--- config.mk ---
export PLATFORM = sky130hd
export DESIGN_NAME = wd_timer
export DESIGN_NICKNAME = d
export VERILOG_FILES = /design/src/rtl/wd_timer_pkg.sv /design/src/rtl/wd_unit_tick.sv /design/src/rtl/wd_countdown.sv /design/src/rtl/wd_reset_out.sv /design/src/rtl/wd_timer.sv
export SDC_FILE = /design/constraint.sdc
export NUM_CORES = 1
export LEC_CHECK = 0
export ABC_AREA = 0
export ABC_CLOCK_PERIOD_IN_PS = 2400
export BUFFER_PORTS_ARGS = -buffer_cell sky130_fd_sc_hd__clkbuf_2
export CORE_ASPECT_RATIO = 1.25
export CORE_UTILIZATION = 44
export DETAILED_ROUTE_END_ITERATION = 6
export PLACE_DENSITY = 0.59
export SYNTH_ARGS = -nofsm -noshare
export SYNTH_HDL_FRONTEND = slang
export SYNTH_SLANG_ARGS = --single-unit
--- constraint.sdc ---
create_clock -name clk -period 2.4 [get_ports clk]
set_input_delay 0 -clock clk [delete_from_list [all_inputs] [get_ports clk]]
set_output_delay 0 -clock clk [all_outputs]
set_load 0.01 [all_outputs]
--- src/rtl/wd_timer_pkg.sv ---
package wd_timer_pkg;

  typedef enum logic [1:0] {
    ADDR_CFG = 2'd0,
    ADDR_CNT = 2'd1,
    ADDR_OUT = 2'd2,
    ADDR_RSV = 2'd3
  } wd_addr_e;

  localparam int CFG_STS_BIT   = 6;
  localparam int CFG_EN_BIT    = 5;
  localparam int CFG_PULSE_BIT = 4;
  localparam int CFG_MIN_BIT   = 3;
  localparam int OUT_OE_BIT    = 7;
  localparam int OUT_DEV_BIT   = 0;

  typedef struct packed {
    logic       spare_hi;
    logic       sts;
    logic       en;
    logic       pulse;
    logic       minutes;
    logic       spare_lo;
    logic [1:0] width;
  } wd_cfg_t;

  function automatic int unsigned max4(input int unsigned a, input int unsigned b,
                                       input int unsigned c, input int unsigned d);
    int unsigned m;
    m = a;
    if (b > m) m = b;
    if (c > m) m = c;
    if (d > m) m = d;
    return m;
  endfunction

endpackage

--- src/rtl/wd_unit_tick.sv ---
module wd_unit_tick #(
  parameter int unsigned TICKS_PER_SEC = 1000,
  parameter int unsigned SECS_PER_MIN  = 60
) (
  input  logic clk,
  input  logic rst,
  input  logic run,
  input  logic restart,
  input  logic tick_ms,
  input  logic minutes,
  output logic unit_tick
);
  localparam int MSW = $clog2(TICKS_PER_SEC + 1);
  localparam int SSW = $clog2(SECS_PER_MIN + 1);

  logic [MSW-1:0] ms_cnt;
  logic [SSW-1:0] sec_cnt;
  logic           sec_tick;
  logic           min_tick;

  assign sec_tick  = run && tick_ms && (ms_cnt == MSW'(TICKS_PER_SEC - 1));
  assign min_tick  = sec_tick && (sec_cnt == SSW'(SECS_PER_MIN - 1));
  assign unit_tick = minutes ? min_tick : sec_tick;

  always_ff @(posedge clk) begin
    if (rst || restart || !run) begin
      ms_cnt  <= '0;
      sec_cnt <= '0;
    end else if (tick_ms) begin
      ms_cnt <= sec_tick ? '0 : ms_cnt + 1'b1;
      if (sec_tick)
        sec_cnt <= min_tick ? '0 : sec_cnt + 1'b1;
    end
  end
endmodule

--- src/rtl/wd_countdown.sv ---
module wd_countdown #(
  parameter int CNT_W = 8
) (
  input  logic             clk,
  input  logic             rst,
  input  logic             load,
  input  logic [CNT_W-1:0] load_val,
  input  logic             run,
  input  logic             unit_tick,
  output logic [CNT_W-1:0] count,
  output logic             fire
);
  logic step;

  assign step = run && unit_tick && (count != '0) && !load;
  assign fire = step && (count == CNT_W'(1));

  always_ff @(posedge clk) begin
    if (rst)       count <= '0;
    else if (load) count <= load_val;
    else if (step) count <= count - 1'b1;
  end
endmodule

--- src/rtl/wd_reset_out.sv ---
module wd_reset_out #(
  parameter int unsigned PW_CODE0_MS = 1,
  parameter int unsigned PW_CODE1_MS = 25,
  parameter int unsigned PW_CODE2_MS = 125,
  parameter int unsigned PW_CODE3_MS = 5000
) (
  input  logic       clk,
  input  logic       rst,
  input  logic       en,
  input  logic       fire,
  input  logic       pulse_mode,
  input  logic [1:0] width,
  input  logic       tick_ms,
  input  logic       gate,
  output logic       level_act,
  output logic       rst_n
);
  localparam int unsigned PW_MAX = wd_timer_pkg::max4(PW_CODE0_MS, PW_CODE1_MS,
                                                      PW_CODE2_MS, PW_CODE3_MS);
  localparam int PCW = $clog2(PW_MAX + 1);
  localparam int unsigned PW_TAB [4] = '{PW_CODE0_MS, PW_CODE1_MS, PW_CODE2_MS, PW_CODE3_MS};

  logic [PCW-1:0] pcnt;
  logic           active;

  always_ff @(posedge clk) begin
    if (rst || !en) begin
      level_act <= 1'b0;
      pcnt      <= '0;
    end else if (fire) begin
      if (pulse_mode) pcnt <= PCW'(PW_TAB[width]);
      else            level_act <= 1'b1;
    end else if (tick_ms && pcnt != '0) begin
      pcnt <= pcnt - 1'b1;
    end
  end

  assign active = level_act || (pcnt != '0);

  always_ff @(posedge clk) begin
    if (rst) rst_n <= 1'b1;
    else     rst_n <= !(active && gate);
  end
endmodule

--- src/rtl/wd_timer.sv ---
module wd_timer #(
  parameter int unsigned TICKS_PER_SEC = 1000,
  parameter int unsigned SECS_PER_MIN  = 60,
  parameter int          CNT_W         = 8,
  parameter int unsigned PW_CODE0_MS   = 1,
  parameter int unsigned PW_CODE1_MS   = 25,
  parameter int unsigned PW_CODE2_MS   = 125,
  parameter int unsigned PW_CODE3_MS   = 5000
) (
  input  logic       clk,
  input  logic       rst,
  input  logic       reg_wr,
  input  logic [1:0] reg_addr,
  input  logic [7:0] reg_wdata,
  output logic [7:0] reg_rdata,
  input  logic       tick_ms,
  output logic       wdt_rst_n
);
  import wd_timer_pkg::*;

  wd_cfg_t          cfg;
  logic [7:0]       out_reg;
  logic             cfg_wr;
  logic             cnt_wr;
  logic             out_wr;
  logic             unit_tick;
  logic             fire;
  logic             gate;
  logic             level_act;
  logic [CNT_W-1:0] count;

  assign cfg_wr = reg_wr && (reg_addr == ADDR_CFG);
  assign cnt_wr = reg_wr && (reg_addr == ADDR_CNT);
  assign out_wr = reg_wr && (reg_addr == ADDR_OUT);
  assign gate   = out_reg[OUT_OE_BIT] && out_reg[OUT_DEV_BIT];

  always_ff @(posedge clk) begin
    if (rst) begin
      cfg     <= '0;
      out_reg <= '0;
    end else begin
      if (cfg_wr) begin
        cfg.spare_hi <= reg_wdata[7];
        cfg.en       <= reg_wdata[CFG_EN_BIT];
        cfg.pulse    <= reg_wdata[CFG_PULSE_BIT];
        cfg.minutes  <= reg_wdata[CFG_MIN_BIT];
        cfg.spare_lo <= reg_wdata[2];
        cfg.width    <= reg_wdata[1:0];
      end
      if (fire)
        cfg.sts <= 1'b1;
      else if (cfg_wr && reg_wdata[CFG_STS_BIT])
        cfg.sts <= 1'b0;
      if (out_wr)
        out_reg <= reg_wdata;
    end
  end

  always_ff @(posedge clk) begin
    if (rst) reg_rdata <= '0;
    else begin
      case (reg_addr)
        ADDR_CFG: reg_rdata <= cfg;
        ADDR_CNT: reg_rdata <= 8'(count);
        ADDR_OUT: reg_rdata <= out_reg;
        default:  reg_rdata <= '0;
      endcase
    end
  end

  wd_unit_tick #(
    .TICKS_PER_SEC(TICKS_PER_SEC),
    .SECS_PER_MIN (SECS_PER_MIN)
  ) i_unit (
    .clk      (clk),
    .rst      (rst),
    .run      (cfg.en),
    .restart  (cnt_wr),
    .tick_ms  (tick_ms),
    .minutes  (cfg.minutes),
    .unit_tick(unit_tick)
  );

  wd_countdown #(.CNT_W(CNT_W)) i_cnt (
    .clk      (clk),
    .rst      (rst),
    .load     (cnt_wr),
    .load_val (CNT_W'(reg_wdata)),
    .run      (cfg.en),
    .unit_tick(unit_tick),
    .count    (count),
    .fire     (fire)
  );

  wd_reset_out #(
    .PW_CODE0_MS(PW_CODE0_MS),
    .PW_CODE1_MS(PW_CODE1_MS),
    .PW_CODE2_MS(PW_CODE2_MS),
    .PW_CODE3_MS(PW_CODE3_MS)
  ) i_out (
    .clk       (clk),
    .rst       (rst),
    .en        (cfg.en),
    .fire      (fire),
    .pulse_mode(cfg.pulse),
    .width     (cfg.width),
    .tick_ms   (tick_ms),
    .gate      (gate),
    .level_act (level_act),
    .rst_n     (wdt_rst_n)
  );
endmodule

== Word-level counts from Yosys, hierarchy flattened ==
Cells that the tools add are included.

* Bits in read-only memories: 0
* Bits in writable memories: 0
* Output and inout bits: 9
* Memories kept: 0
* Input port bits: 14
* Latch bits: 0
* Bits in registers: 63

* Reductions and logical operators: 30
* Bitwise operators: 2
* Add/subtract/negate cells: 4
* Multiplexer cells: 14
* Equality and inequality tests: 6
* Shift operators: 0
* Div/mod/pow operators: 0
* Order comparisons: 1
* $mul: 0

{| class="wikitable"
|+ Operator list
! kind !! number
|-
| $mux W13 || 5
|-
| $bmux W32 S2 || 1
|-
| $pmux W8 S3 || 1
|-
| $mux W8 || 2
|-
| $logic_and A1 B1 Y1 || 14
|-
| $reduce_bool A13 Y1 || 1
|-
| $sub A13 B1 Y13 const B || 1
|-
| $add A10 B1 Y10 const B || 1
|-
| $eq A10 B10 Y1 const B || 1
|-
| $mux W10 || 1
|-
| $eq A8 B1 Y1 const B || 1
|-
| $reduce_bool A8 Y1 || 1
|-
| $sub A8 B1 Y8 const B || 1
|-
| $add A6 B1 Y6 const B || 1
|-
| $eq A6 B6 Y1 const B || 1
|-
| $mux W6 || 1
|-
| $reduce_and A2 Y1 || 3
|-
| $reduce_bool A2 Y1 || 3
|-
| $logic_or A1 B1 Y1 || 4
|-
| $ge A3 B3 Y1 const B || 1
|-
| $logic_not A1 Y1 || 3
|-
| $mux W1 || 3
|-
| $not A2 Y3 || 1
|-
| $eq A2 B1 Y1 const B || 1
|-
| 4 further kinds || 4
|}

== Depth between registers and ports, before layout ==
* Depth after elaboration: 10
* Depth in mapped cells: 9
* Depth with buffers taken out: 7

== Modules after synthesis ==
A second synthesis with hierarchy kept.

* Cells, all modules: 392
* Area total of the unflattened synthesis: 3320.7 um^2

{| class="wikitable"
|+ By module, submodules not included
! module !! seq. area each (um^2) !! cells an instance !! area an instance (um^2) !! instances
|-
| wd_timer || 480.5 || 119 || 1049.8 || 1
|-
| wd_reset_out || 300.3 || 119 || 965.9 || 1
|-
| wd_unit_tick || 320.3 || 85 || 734.5 || 1
|-
| wd_countdown || 160.2 || 69 || 570.5 || 1
|}

== Least setup slack after synthesis ==
No wires, ideal clock.

* Path kind: reg2reg
* Start: register i_out.pcnt[0]
* End: register i_out.pcnt[4]
* Data required time: 2.312 ns
* Clock period less this slack: 2.021 ns
* Path slack: 0.379 ns
* Data arrival time: 1.933 ns
* Cell stages (with the launch flop): 9
* Setup time: 0.088 ns
* Cell sequence: dfxtp_1 > inv_1 > ha_1 > or4b_1 > buf_2 > o41a_1 > nand2_1 > nor4_1 > o32ai_2

* Cells in the longest elaborated chain, start to end: 4
* Elaborated cells between the ends (all ways): 7
* Those cells by class: add/sub (1); mux (2); reduce/logical (4)

{| class="wikitable"
|+ Ends and longest elaborated chain
! element !! RTL line !! RTL
|-
| from (decl) || wd_reset_out.sv:23 || <nowiki>logic [PCW-1:0] pcnt;</nowiki>
|-
| from (signal assigned) || wd_reset_out.sv:31 || <nowiki>if (pulse_mode) pcnt <= PCW'(PW_TAB[width]);</nowiki>
|-
| from (signal assigned) || wd_reset_out.sv:34 || <nowiki>pcnt <= pcnt - 1'b1;</nowiki>
|-
| parallel branches: the longest is 4 deep, another holds $sub A13 B1 Y13 || - ||
|}

Several ways; the timed one is not identified. The select of a mux whose other input is x is not followed.
A chain may end at the register's enable or synchronous reset.

== Worst setup path in the final report ==
Same ends and word-level chain as after synthesis.

==> qor.csv <==
stage,metric,value,unit
placement,dpl_cell_area,3390,sq um
worst_setup_path,r2r_cells,7,
floorplan,rows,34,
grt,grt_use_total,20.7,%
worst_setup_path,start_kind,flop,
cells_and_area,drive_gt1_share,15.6,%
sta,worst_pin_slew,0.652,ns
worst_setup_path,path_max_fanout,6,
floorplan,die-area,7520,sq um
floorplan,die_w,77.8,microns
sta,finalWorstSetupSlack,0.148,ns
cells_and_area,syn2layout_area_growth,16.8,%
sta,skew,0.00973,ns
sta,slew_violations,0,
routing,first_pass_iters,4,
clock_network,cts_root_buffer,clkbuf_8,
clock_network,cts_buffers,9,
sta,fmax,444,MHz
worst_setup_path,critPathRequiredTime,2.65,ns
worst_setup_path,crit_chain,"inv_1, ha_1, or4b_1, o41a_1, nand2_1, nor4_1, o32ai_2",
logic_synthesis,yosysMostFrequentCell,nor2_1,
placement,io_buffers,22,
sta,hold_violations,0,
clock_network,cts_tree,yes,
routing,route.detailed.drc,0,
worst_setup_path,worst_setup_path_end_kind,flop,
logic_synthesis,synthesis.nets,389,
run_status,outcome,finished clean,
clock_network,post_cts_resize_count,0,
cells_and_area,nets,422,
worst_setup_path,slowest_stage,or4b_1,
worst_setup_path,crit_buf_inv,1,
worst_setup_path,crit_path_end,i_out.pcnt[4],
placement,gp_congestion,0.798,
worst_setup_path,rr_startpoint,i_out.pcnt[0],
grt,grt_max_degree,37,
worst_setup_path,reg2reg_slack,0.15,ns
floorplan,start_util,45.5,%
routing,wl,7300,microns
sta,setup_viol_count_final,0,
routing,drt_iter0_drc,115,
logic_synthesis,ys_seq_elements,63,
sta,post-route-period-util,93.8,%
floorplan,core,6930,sq um
clock_network,cts.sinks,63,
logic_synthesis,yosys_warnings,0,
sta,setup_tns,0,ns
logic_synthesis,yosysTopAreaCellShare,39.9,%
power,ir_worst_vdd,0.445,mV
clock_network,clk_pin_slew,0.07,ns
floorplan,ios,23,
grt,grt_pass1_wl,12200,microns
cells_and_area,largest_reg_flops,13,
worst_setup_path,crit_family,simple AND/OR/NAND/NOR gates,
cells_and_area,largest_register,i_out.pcnt,
hold_path,min_path_type,primary input to flop,
grt,first_global_vias,2596,
cells_and_area,final_cell_area,3690,sq um
grt,grt_antenna_before_repair,0,
sta,max_slew_margin,56.5,%
clock_network,cts_max_level,3,
clock_network,clkLatencyLatePin,0.34,ns
sta,whs,0.0886,ns
logic_synthesis,synth_ff_type,dfxtp_1,
routing,ant_nets,0,
clock_network,clockBufferDepth,2,
power,p_per_area,609,nW/um^2
run,cap_violations,0,
placement,post-dp-hpwl,5290,microns
hold_path,min_delay_path_depth,4,
power,leakagePower,1.39,nW
worst_setup_path,cpPeakStageDelay,0.58,ns
worst_setup_path,rr_endpoint,i_out.pcnt[4],
logic_synthesis,syn_area,3160,sq um
clock_network,post_cts_buffers,0,
floorplan,fp.dieH,96.7,microns
worst_setup_path,worstPathArrival,2.50,ns
cells_and_area,antenna_cells,0,
cells_and_area,reg.largest.list,"i_out.pcnt x13, i_unit.ms_cnt x10",
logic_synthesis,ys_types,50,
routing,wl_per_cell,14.8,microns
logic_synthesis,ys_seq_area_share,39.9,%
worst_setup_path,crit_type,flop to flop,
logic_synthesis,netlist_instances,365,
routing,via_count,2718,
worst_setup_path,critical_path_depth,7,
worst_setup_path,crit_path_start,i_out.pcnt[0],
routing,post_drt_via_cell_ratio,5.51,
logic_synthesis,synth_top_cells_by_count,"nor2_1, dfxtp_1, mux2i_1, nand2_1, or3_1",
logic_synthesis,synthTopCellsByArea,"dfxtp_1, nor2_1, mux2i_1",
logic_synthesis,async_flop_share,0,%
logic_synthesis,synth_edf_count,0,
logic_synthesis,yosys.area.top_type,dfxtp_1,
placement,dp_slack,0.165,ns
cells_and_area,final_util,53.2,%
sta,fin_crit,2.25,ns
sta,rsz0062_at_grt,no,
grt,grt_overflow,0,
logic_synthesis,avgSynthCellArea,8.65,sq um
[power breakdown]
| group | leakage (nW) | switching [W] | total [W] | internal, W |
|---|---|---|---|---|
| logic | 0.778 | 0.0000856 | 0.000150 | 0.0000643 |
| registers | 0.510 | 0.0000170 | 0.00108 | 0.00106 |
| clock network | 0.105 | 0.000433 | 0.00102 | 0.000586 |
[timing repair]
item | CTS | global route
hold buffers | 8 | 0
hold endpoints to repair | 23 | 0
setup endpoints to repair | 0 | 3
[per-stage QoR]
stage               instances  total power (W)
floorplan                 365          0.00120
global placement          469          0.00124
detailed placement        469          0.00124
CTS                       493          0.00228
global route              493          0.00235
finish                    493          0.00225
[area by class of cell]
type	instances	area, sq um
Fill cell	655	3240
Tap cell	90	113
Multi-Input combinational cell	274	1780
Clock buffer	9	124
Timing Repair Buffer	42	280
Sequential cell	63	1260
Inverter	8	30.0
Clock inverter	7	97.6
[cell families (layout without fill, tap and decap cells)]
family,Yosys count,count (layout),synth area share [%]
adder cells (fa/ha/maj),10,10,3.96
flip-flops,63,63,39.9
AND/OR/NAND/NOR,170,170,28.1
multiplexers,24,24,7.65
AO/OA/AOI/OAI,54,54,12.1
XOR/XNOR,16,16,4.44
buffers and inverters,28,66,3.76
[worst min-delay path by stage]
stage | from | end
2_1_floorplan | reg_wdata[1] | cfg[1]
3_3_place_gp | reg_wdata[7] | out_reg[7]
3_5_place_dp | reg_wdata[1] | cfg[1]
4_1_cts | tick_ms | i_unit.ms_cnt[0]
5_1_grt | tick_ms | i_unit.ms_cnt[0]
6_report | tick_ms | i_unit.ms_cnt[0]
[layout by cell type, fill, tap and decap left out, types with 2 or more instances in the layout]
cell type	n
and3_1	2
a311oi_1	5
o21ai_0	6
ha_1	10
nor2_1	64
clkinv_4	2
bufinv_16	2
nor2b_1	3
clkinvlp_4	2
nand2_1	23
o211ai_1	9
nor3b_1	2
o31ai_1	2
a31oi_1	9
nand3b_1	2
clkbuf_2	22
mux2i_1	23
nand2b_1	4
nor3_1	5
nor4_1	8
clkbuf_8	9
a21oi_1	15
nand3_1	11
nand4_1	7
inv_1	8
xnor2_1	8
a211oi_1	2
dfxtp_1	63
buf_4	12
xor2_1	8
or4_1	7
or3_1	16
dlygate4sd3_1	8
and4_1	2
[worst register-to-register path, delay by kind of cell (launching register included)]
kind / cells / cell delay (ns)
buf+inv: 1 / 0.08
compound gates: 2 / 0.78
simple gates: 3 / 0.80
fa+ha+maj: 1 / 0.18
flops: 1 / 0.33
[metal layers]
metal  routed length (microns)  track usage [%]  up-vias
li1                          -                -     1381
met1                      3350             24.4     1289
met2                      3650             36.2       37
met3                       182             4.53       11
met4                       122             7.69        0
met5                         0                0        -
Power figures use the tool's default switching activity.
